File: src/rtl/ipc_mbox_pkg.sv
package ipc_mbox_pkg;
  localparam logic [31:0] MBOX_REVISION = 32'h0000_0201;
  localparam logic [31:0] SYSCFG_MASK   = 32'h0000_0011;
  localparam logic [31:0] SYSSTAT_DONE  = 32'h0000_0001;
  localparam int ADDR_REV     = 'h000;
  localparam int ADDR_SYSCFG  = 'h010;
  localparam int ADDR_SYSSTAT = 'h014;
  // Region selectors on address bits above bit 6 (queues) and bit 8 (users)
  localparam int REG_Q_MSG   = 1;
  localparam int REG_Q_FULL  = 2;
  localparam int REG_Q_COUNT = 3;
  localparam int REG_USER    = 1;
endpackage

File: src/rtl/ipc_mbox_queue.sv
module ipc_mbox_queue #(
  parameter int DEPTH = 4,
  parameter int DW    = 32
) (
  input  logic                         clk,
  input  logic                         rst,
  input  logic                         push_i,
  input  logic                         pop_i,
  input  logic [DW-1:0]                wdata_i,
  output logic [DW-1:0]                head_o,
  output logic [$clog2(DEPTH+1)-1:0]   count_o,
  output logic                         full_o,
  output logic                         pushed_o,
  output logic                         unfull_o
);
  localparam int PW = (DEPTH > 1) ? $clog2(DEPTH) : 1;
  localparam int CW = $clog2(DEPTH+1);

  logic [DW-1:0] mem [DEPTH];
  logic [PW-1:0] wptr_q, rptr_q;
  logic [CW-1:0] cnt_q;
  logic          empty, do_push, do_pop;

  assign full_o  = (cnt_q == CW'(DEPTH));
  assign empty   = (cnt_q == '0);
  assign do_push = push_i && !full_o;
  assign do_pop  = pop_i && !empty;

  // storage without reset so it can map onto RAM
  always_ff @(posedge clk) begin
    if (do_push) mem[wptr_q] <= wdata_i;
  end

  always_ff @(posedge clk) begin
    if (rst) begin
      wptr_q <= '0;
      rptr_q <= '0;
      cnt_q  <= '0;
    end else begin
      if (do_push) wptr_q <= (wptr_q == PW'(DEPTH-1)) ? '0 : wptr_q + 1'b1;
      if (do_pop)  rptr_q <= (rptr_q == PW'(DEPTH-1)) ? '0 : rptr_q + 1'b1;
      case ({do_push, do_pop})
        2'b10:   cnt_q <= cnt_q + 1'b1;
        2'b01:   cnt_q <= cnt_q - 1'b1;
        default: cnt_q <= cnt_q;
      endcase
    end
  end

  assign head_o   = mem[rptr_q];
  assign count_o  = cnt_q;
  assign pushed_o = do_push;
  assign unfull_o = do_pop && full_o && !do_push;

  // a push into a full queue leaves the count alone
  a_r4_no_overflow: assert property (@(posedge clk) disable iff (rst)
    (push_i && !pop_i && full_o) |=> $stable(cnt_q));
  // a pop from an empty queue leaves it empty
  a_r4_no_underflow: assert property (@(posedge clk) disable iff (rst)
    (pop_i && !push_i && empty) |=> (cnt_q == '0));
  // count never moves without a request
  a_r3_count_idle: assert property (@(posedge clk) disable iff (rst)
    (!push_i && !pop_i) |=> $stable(cnt_q));
endmodule

File: src/rtl/ipc_mbox_irq.sv
module ipc_mbox_irq #(
  parameter int EVW = 8
) (
  input  logic           clk,
  input  logic           rst,
  input  logic [EVW-1:0] ev_i,
  input  logic [EVW-1:0] clr_i,
  input  logic           en_we_i,
  input  logic [EVW-1:0] en_i,
  output logic [EVW-1:0] status_o,
  output logic [EVW-1:0] enable_o,
  output logic           irq_o
);
  logic [EVW-1:0] status_q, enable_q, status_n, enable_n;
  logic           irq_q;

  assign status_n = (status_q & ~clr_i) | ev_i;
  assign enable_n = en_we_i ? en_i : enable_q;

  always_ff @(posedge clk) begin
    if (rst) begin
      status_q <= '0;
      enable_q <= '0;
      irq_q    <= 1'b0;
    end else begin
      status_q <= status_n;
      enable_q <= enable_n;
      irq_q    <= |(status_n & enable_n);
    end
  end

  assign status_o = status_q;
  assign enable_o = enable_q;
  assign irq_o    = irq_q;

  // a posted event is visible the next cycle
  a_r5_event_sets: assert property (@(posedge clk) disable iff (rst)
    (ev_i != '0) |=> ((status_q & $past(ev_i)) == $past(ev_i)));
  // a one written without a new event clears the bit
  a_r7_w1c_clears: assert property (@(posedge clk) disable iff (rst)
    ((clr_i & ~ev_i) != '0) |=> ((status_q & $past(clr_i & ~ev_i)) == '0));
  // no clear request means no bit drops
  a_r7_zero_keeps: assert property (@(posedge clk) disable iff (rst)
    (clr_i == '0) |=> ((status_q & $past(status_q)) == $past(status_q)));
  // line matches enabled status
  a_r8_irq_level: assert property (@(posedge clk) disable iff (rst)
    irq_o == |(status_q & enable_q));
endmodule

File: src/rtl/ipc_mailbox.sv
module ipc_mailbox
  import ipc_mbox_pkg::*;
#(
  parameter int NUM_Q = 4,
  parameter int DEPTH = 4,
  parameter int DW    = 32,
  parameter int NUM_U = 4,
  parameter int AW    = 12
) (
  input  logic             clk,
  input  logic             rst,
  input  logic             bus_sel_i,
  input  logic             bus_we_i,
  input  logic [AW-1:0]    bus_addr_i,
  input  logic [DW-1:0]    bus_wdata_i,
  output logic [DW-1:0]    bus_rdata_o,
  output logic [NUM_U-1:0] irq_o
);
  localparam int EVW = 2 * NUM_Q;
  localparam int CW  = $clog2(DEPTH+1);
  localparam int QSW = (NUM_Q > 1) ? $clog2(NUM_Q) : 1;
  localparam int USW = (NUM_U > 1) ? $clog2(NUM_U) : 1;

  logic [NUM_Q-1:0][DW-1:0] q_head;
  logic [NUM_Q-1:0][CW-1:0] q_cnt;
  logic [NUM_Q-1:0]         q_full, q_pushed, q_unfull;
  logic [EVW-1:0]           events;
  logic [NUM_U-1:0][EVW-1:0] u_stat, u_en;
  logic [DW-1:0]            rd_val, rdata_q, cfg_q;
  logic                     q_idx_ok, u_idx_ok, msg_hit, full_hit, cnt_hit, usr_hit;
  logic [QSW-1:0]           q_sel;
  logic [USW-1:0]           u_sel;
  logic                     rd_msg;
  logic                     unused_bits;

  assign unused_bits = ^bus_addr_i[1:0];

  // address decode
  assign q_idx_ok = int'(bus_addr_i[5:2]) < NUM_Q;
  assign u_idx_ok = int'(bus_addr_i[7:3]) < NUM_U;
  assign q_sel    = bus_addr_i[2 +: QSW];
  assign u_sel    = bus_addr_i[3 +: USW];
  assign msg_hit  = (bus_addr_i[AW-1:6] == (AW-6)'(REG_Q_MSG))   && q_idx_ok;
  assign full_hit = (bus_addr_i[AW-1:6] == (AW-6)'(REG_Q_FULL))  && q_idx_ok;
  assign cnt_hit  = (bus_addr_i[AW-1:6] == (AW-6)'(REG_Q_COUNT)) && q_idx_ok;
  assign usr_hit  = (bus_addr_i[AW-1:8] == (AW-8)'(REG_USER))    && u_idx_ok;
  assign rd_msg   = bus_sel_i && !bus_we_i && msg_hit;

  for (genvar q = 0; q < NUM_Q; q++) begin : g_queue
    logic this_q;
    assign this_q = msg_hit && (int'(bus_addr_i[5:2]) == q);
    ipc_mbox_queue #(.DEPTH(DEPTH), .DW(DW)) u_queue (
      .clk      (clk),
      .rst      (rst),
      .push_i   (bus_sel_i && bus_we_i && this_q),
      .pop_i    (bus_sel_i && !bus_we_i && this_q),
      .wdata_i  (bus_wdata_i),
      .head_o   (q_head[q]),
      .count_o  (q_cnt[q]),
      .full_o   (q_full[q]),
      .pushed_o (q_pushed[q]),
      .unfull_o (q_unfull[q])
    );
    assign events[2*q]   = q_pushed[q];
    assign events[2*q+1] = q_unfull[q];
  end

  for (genvar u = 0; u < NUM_U; u++) begin : g_user
    logic this_u;
    assign this_u = bus_sel_i && bus_we_i && usr_hit && (int'(bus_addr_i[7:3]) == u);
    ipc_mbox_irq #(.EVW(EVW)) u_irq (
      .clk      (clk),
      .rst      (rst),
      .ev_i     (events),
      .clr_i    ((this_u && !bus_addr_i[2]) ? bus_wdata_i[EVW-1:0] : '0),
      .en_we_i  (this_u && bus_addr_i[2]),
      .en_i     (bus_wdata_i[EVW-1:0]),
      .status_o (u_stat[u]),
      .enable_o (u_en[u]),
      .irq_o    (irq_o[u])
    );
  end

  // configuration register: only the masked bits are stored
  always_ff @(posedge clk) begin
    if (rst) cfg_q <= '0;
    else if (bus_sel_i && bus_we_i && bus_addr_i == AW'(ADDR_SYSCFG))
      cfg_q <= bus_wdata_i & DW'(SYSCFG_MASK);
  end

  always_comb begin
    rd_val = '0;
    if (bus_addr_i == AW'(ADDR_REV))          rd_val = DW'(MBOX_REVISION);
    else if (bus_addr_i == AW'(ADDR_SYSCFG))  rd_val = cfg_q;
    else if (bus_addr_i == AW'(ADDR_SYSSTAT)) rd_val = DW'(SYSSTAT_DONE);
    else if (msg_hit)  rd_val = (q_cnt[q_sel] == '0) ? '0 : q_head[q_sel];
    else if (full_hit) rd_val = DW'(q_full[q_sel]);
    else if (cnt_hit)  rd_val = DW'(q_cnt[q_sel]);
    else if (usr_hit)  rd_val = bus_addr_i[2] ? DW'(u_en[u_sel]) : DW'(u_stat[u_sel]);
  end

  always_ff @(posedge clk) begin
    if (rst) rdata_q <= '0;
    else if (bus_sel_i && !bus_we_i) rdata_q <= rd_val;
  end

  assign bus_rdata_o = rdata_q;

  // reading an empty queue yields zero on the following cycle
  a_r4_empty_read_zero: assert property (@(posedge clk) disable iff (rst)
    (rd_msg && q_cnt[q_sel] == '0) |=> (bus_rdata_o == '0));
  // read data only changes after a read request
  a_r2_rdata_hold: assert property (@(posedge clk) disable iff (rst)
    !(bus_sel_i && !bus_we_i) |=> $stable(bus_rdata_o));
endmodule

File: config.mk
export PLATFORM = sky130hd
export DESIGN_NAME = ipc_mailbox
export DESIGN_NICKNAME = d
export VERILOG_FILES = /design/src/rtl/ipc_mbox_pkg.sv /design/src/rtl/ipc_mbox_queue.sv /design/src/rtl/ipc_mbox_irq.sv /design/src/rtl/ipc_mailbox.sv
export SDC_FILE = /design/constraint.sdc
export NUM_CORES = 1
export LEC_CHECK = 0
export ABC_AREA = 0
export ABC_CLOCK_PERIOD_IN_PS = 5000
export CORE_MARGIN = 2
export CORE_UTILIZATION = 55
export CTS_CLUSTER_SIZE = 8
export DETAILED_ROUTE_END_ITERATION = 6
export GPL_TIMING_DRIVEN = 0
export PLACE_DENSITY = 0.73
export SYNTH_ARGS = -nofsm -noshare
export SYNTH_HDL_FRONTEND = slang
export SYNTH_HIERARCHICAL = 1
export SYNTH_SLANG_ARGS = --single-unit
export TNS_END_PERCENT = 30
File: constraint.sdc
create_clock -name clk -period 5 [get_ports clk]
set_clock_uncertainty 0.1 [all_clocks]
set_input_delay 1.25 -clock clk [delete_from_list [all_inputs] [get_ports clk]]
set_output_delay 1.25 -clock clk [all_outputs]
set_load 0.03 [all_outputs]
==> results.md <==
* Max-Slew Margin vs Limit at 0.148
* Setup violators final at 0
* Die height at between 200 and 250 um
* RR Startpoint: g_queue[0].u_queue/count_o[2]$_SDFFE_PP0P_
* Drc violations at 5
* Initial antenna violation count at 0
* Switching Share at 0.205
* Slowest-stage cell, CP: nor4_1
* CP Data Arrival Time at 5.17 ns
* Critical path peak fanout at 4
* Sequential Power Share at 0.497
* WS Path Type: in2reg
* Layout Nets at ~1.7k
* Failing checks: DRC
* Sequential share of the synthesized area at 0.696
* Worst-path cell chain: clkdlybuf4s50_1 -> or4_4 -> nor4_1 -> nand2_1 -> nor3_1 -> o31ai_1 -> inv_1 -> ha_1 -> inv_1 -> fa_1 -> xor2_1 -> or3_2 -> a21oi_1
* PostCTS Resize Cnt at 0
* Slew Limit Fails at 0
* Final hold vios at 0
* # diodes at 0
* Post-synth cell types at 53
* Setup crit start: bus_addr_i[5]
* Crit end category: flip-flop
* Psw at 0.00241 W
* Status: finished, violations left
* First-pass GRT wire length at ~95000 um
* EDFF count, synth at about 510
* Die X at 222 um
* Worst-path clk slew at 0.05 ns
* Worst hold start: bus_rdata_o[18]$_SDFFE_PP0P_
* Routed wire per std cell at 27.8 um
* Worst R2R End: g_queue[0].u_queue/count_o[2]$_SDFFE_PP0P_
* PD cells at 388 mW/mm2
* Leak pwr at 9.84 nW
* Synth Warn # at 6
* Post-synthesis async set-or-reset flop share at 0
* Synth Instances at 1474
* Vias at 14.4k
* #FFs+latches synth at 650
* Post-synthesis cell area at 0.0261 mm2
* Syn avg cell area at 17.7 um2
* Type of the worst min-delay path: reg2reg
* Port Buf Inserts at 81
* Initial Utilization at 0.559
* Critical Path Most Common Cell: inv_1
* Internal power at 0.00933 W
* Clock Power Share at 0.482
* # rows at 79
* Tmin final at around 4.7 ns
* Clock Path Buffers at 3
* Most frequent cells in the layout: edfxtp_1, mux4_2, dfxtp_1, nor2_1, inv_1
* Startpoint types: input port
* Hold buffer count at cts at 0
* Gpl congestion at 0.881
* I/O pins at 84
* Fmax at 212 MHz
* Final Power at 0.0117 W
* CTS Root Cell: clkbuf_16
* Vias per inst at 6.21
* CP required at 5.46 ns
* Slowest stage delay, CP at just over 0.6 ns
* Commonest non-fill, non-tap cell in the layout: edfxtp_1
* Antenna-violating nets left at 0
* Worst Hold Depth at 2
* Total congestion overflow at 0
* Max-cap violations at 0
* Top_reg_cell synth: edfxtp_1
* Gr usage total at 0.268
* Die ar. at 0.0492 mm2
* Final worst-path cycle share at 0.941
* Comb pwr share at 0.021
* Layout cell share with drive strength beyond 1 at 0.215
* H-Tree Depth at 3
* Largest net degree at the start of global routing at 33
* Post-CTS setup buffer count at 0
* Via count of the first global-routing pass at 14.8k
* Max rail drop VDD at 0.269 mV
* Total Wirelength at 64500 um
* FF-to-FF path depth at 10
* Final HPWL DP at 37300 um
* CTS buffer count at 91
* Worst slew pin tran at 1.27 ns
* WHS Endpoint: bus_rdata_o[18]$_SDFFE_PP0P_
* Clock Latency Late Sink at around 0.64 ns
* Clk sink count at 650
* RSZ-0062 raised after global routing: false
* FF-to-FF setup slack at ~2.3 ns
* Area of the core at 0.0467 mm2
* First-pass iteration count of the detailed router at 7
* Fin util at 0.649
* Syn nets at 1550
* DR iter-0 viols at 1815
* TNS Setup at 0 ns
* CTS tree: built
* Synthesis-to-finish area growth at 16.1%
worst max-delay path: cells and delay by family:
| family | cells | cell delay [ns] |
|---|---|---|
| buffers and inverters | 3 | 0.61 |
| AND/OR/NAND/NOR | 5 | 2.20 |
| AO/OA/AOI/OAI | 2 | 0.40 |
| XOR/XNOR | 1 | 0.16 |
| adder cells (fa/ha/maj) | 2 | 0.56 |
per-layer routing:
layer,vias to the layer above,routed length [um],global-route usage
met5,-,0,0
met4,0,1770,0.0985
met3,130,5690,0.0539
met2,757,31500,0.435
met1,7399,25500,0.365
li1,6097,-,-
worst max-delay path by stage:
stage / end / slack, ns / cells past startpoint
floorplan: g_queue[3].u_queue/count_o[2]$_SDFFE_PP0P_ / 0.83 / 14
global placement: g_queue[2].u_queue/count_o[2]$_SDFFE_PP0P_ / -0.45 / 14
detailed placement: g_queue[2].u_queue/count_o[2]$_SDFFE_PP0P_ / -0.50 / 14
CTS: g_queue[2].u_queue/count_o[2]$_SDFFE_PP0P_ / 0.20 / 14
global route: g_queue[1].u_queue/count_o[2]$_SDFFE_PP0P_ / 0.14 / 14
finish: g_queue[2].u_queue/count_o[2]$_SDFFE_PP0P_ / 0.29 / 13
cell type report:
class / count / area [um2]
plain buffers: 68 / 404
clock buffers: 149 / 2520
clock inverters: 7 / 123
fillers: 3193 / 16400
inverters: 96 / 360
multi-input cells: 659 / 7160
flip-flops and latches: 650 / 18100
well taps: 607 / 759
repair buffers: 81 / 811
logic make-up (layout without fill, tap and decap cells):
kind of cell,count (synthesis),in the layout,synth area share
compound gates,126,126,0.0327
buf+inv,165,401,0.0295
flops,650,650,0.696
fa+ha+maj,28,28,0.0146
mux,226,226,0.172
xor+xnor,8,8,0.00269
simple gates,271,271,0.0528
metrics by stage:
step / hold slack (ns) / instance area (um2) / std cells / setup WS [ns]
finish: 0.346 / 30300 / 2317 / 0.293
global route: 0.366 / 30300 / 2317 / 0.144
CTS: 0.348 / 30300 / 2318 / 0.195
global placement: 0.338 / 27600 / 2162 / -0.450
floorplan: 0.356 / 26100 / 1474 / 0.827
detailed placement: 0.340 / 27600 / 2162 / -0.502
state kept, by name, indices dropped and copies added (netlist names), named ones only:
name	flops
g_queue.u_queue/mem	512
bus_rdata_o	32
g_user.u_irq/enable_o	32
g_user.u_irq/status_o	32
g_queue.u_queue/count_o	12
g_queue.u_queue/rptr_q	8
g_queue.u_queue/wptr_q	8
g_user.u_irq/irq_o	4
cfg_q	2
power groups by stage:
stage          clock network, W  registers [W]   logic, W
2_1_floorplan                 0        0.00594  0.0000887
3_3_place_gp                  0        0.00594   0.000236
3_5_place_dp                  0        0.00594   0.000243
4_1_cts                 0.00573        0.00583   0.000245
5_1_grt                 0.00597        0.00583   0.000262
6_report                0.00565        0.00584   0.000246
Yosys cell counts, types with 5 or more instances:
library cell | number | area, um2
o22ai_1 | 16 | 100
o21ai_0 | 8 | 40.0
nor3_1 | 17 | 85.1
or3_1 | 5 | 31.3
o21ai_2 | 17 | 149
buf_2 | 18 | 90.1
clkbuf_1 | 15 | 56.3
nand2b_1 | 8 | 50.1
and3_2 | 16 | 120
buf_6 | 10 | 113
mux2i_1 | 49 | 490
xor2_1 | 8 | 70.1
inv_1 | 96 | 360
and2_1 | 38 | 238
ha_1 | 24 | 300
nor2_1 | 100 | 375
buf_4 | 12 | 90.1
a21oi_1 | 46 | 230
buf_1 | 13 | 48.8
nand3_1 | 13 | 65.1
dfxtp_1 | 138 | 2760
edfxtp_1 | 512 | 15400
mux4_2 | 175 | 3940
nand2_1 | 44 | 165
Note: power is estimated with default switching activity, not from simulation.
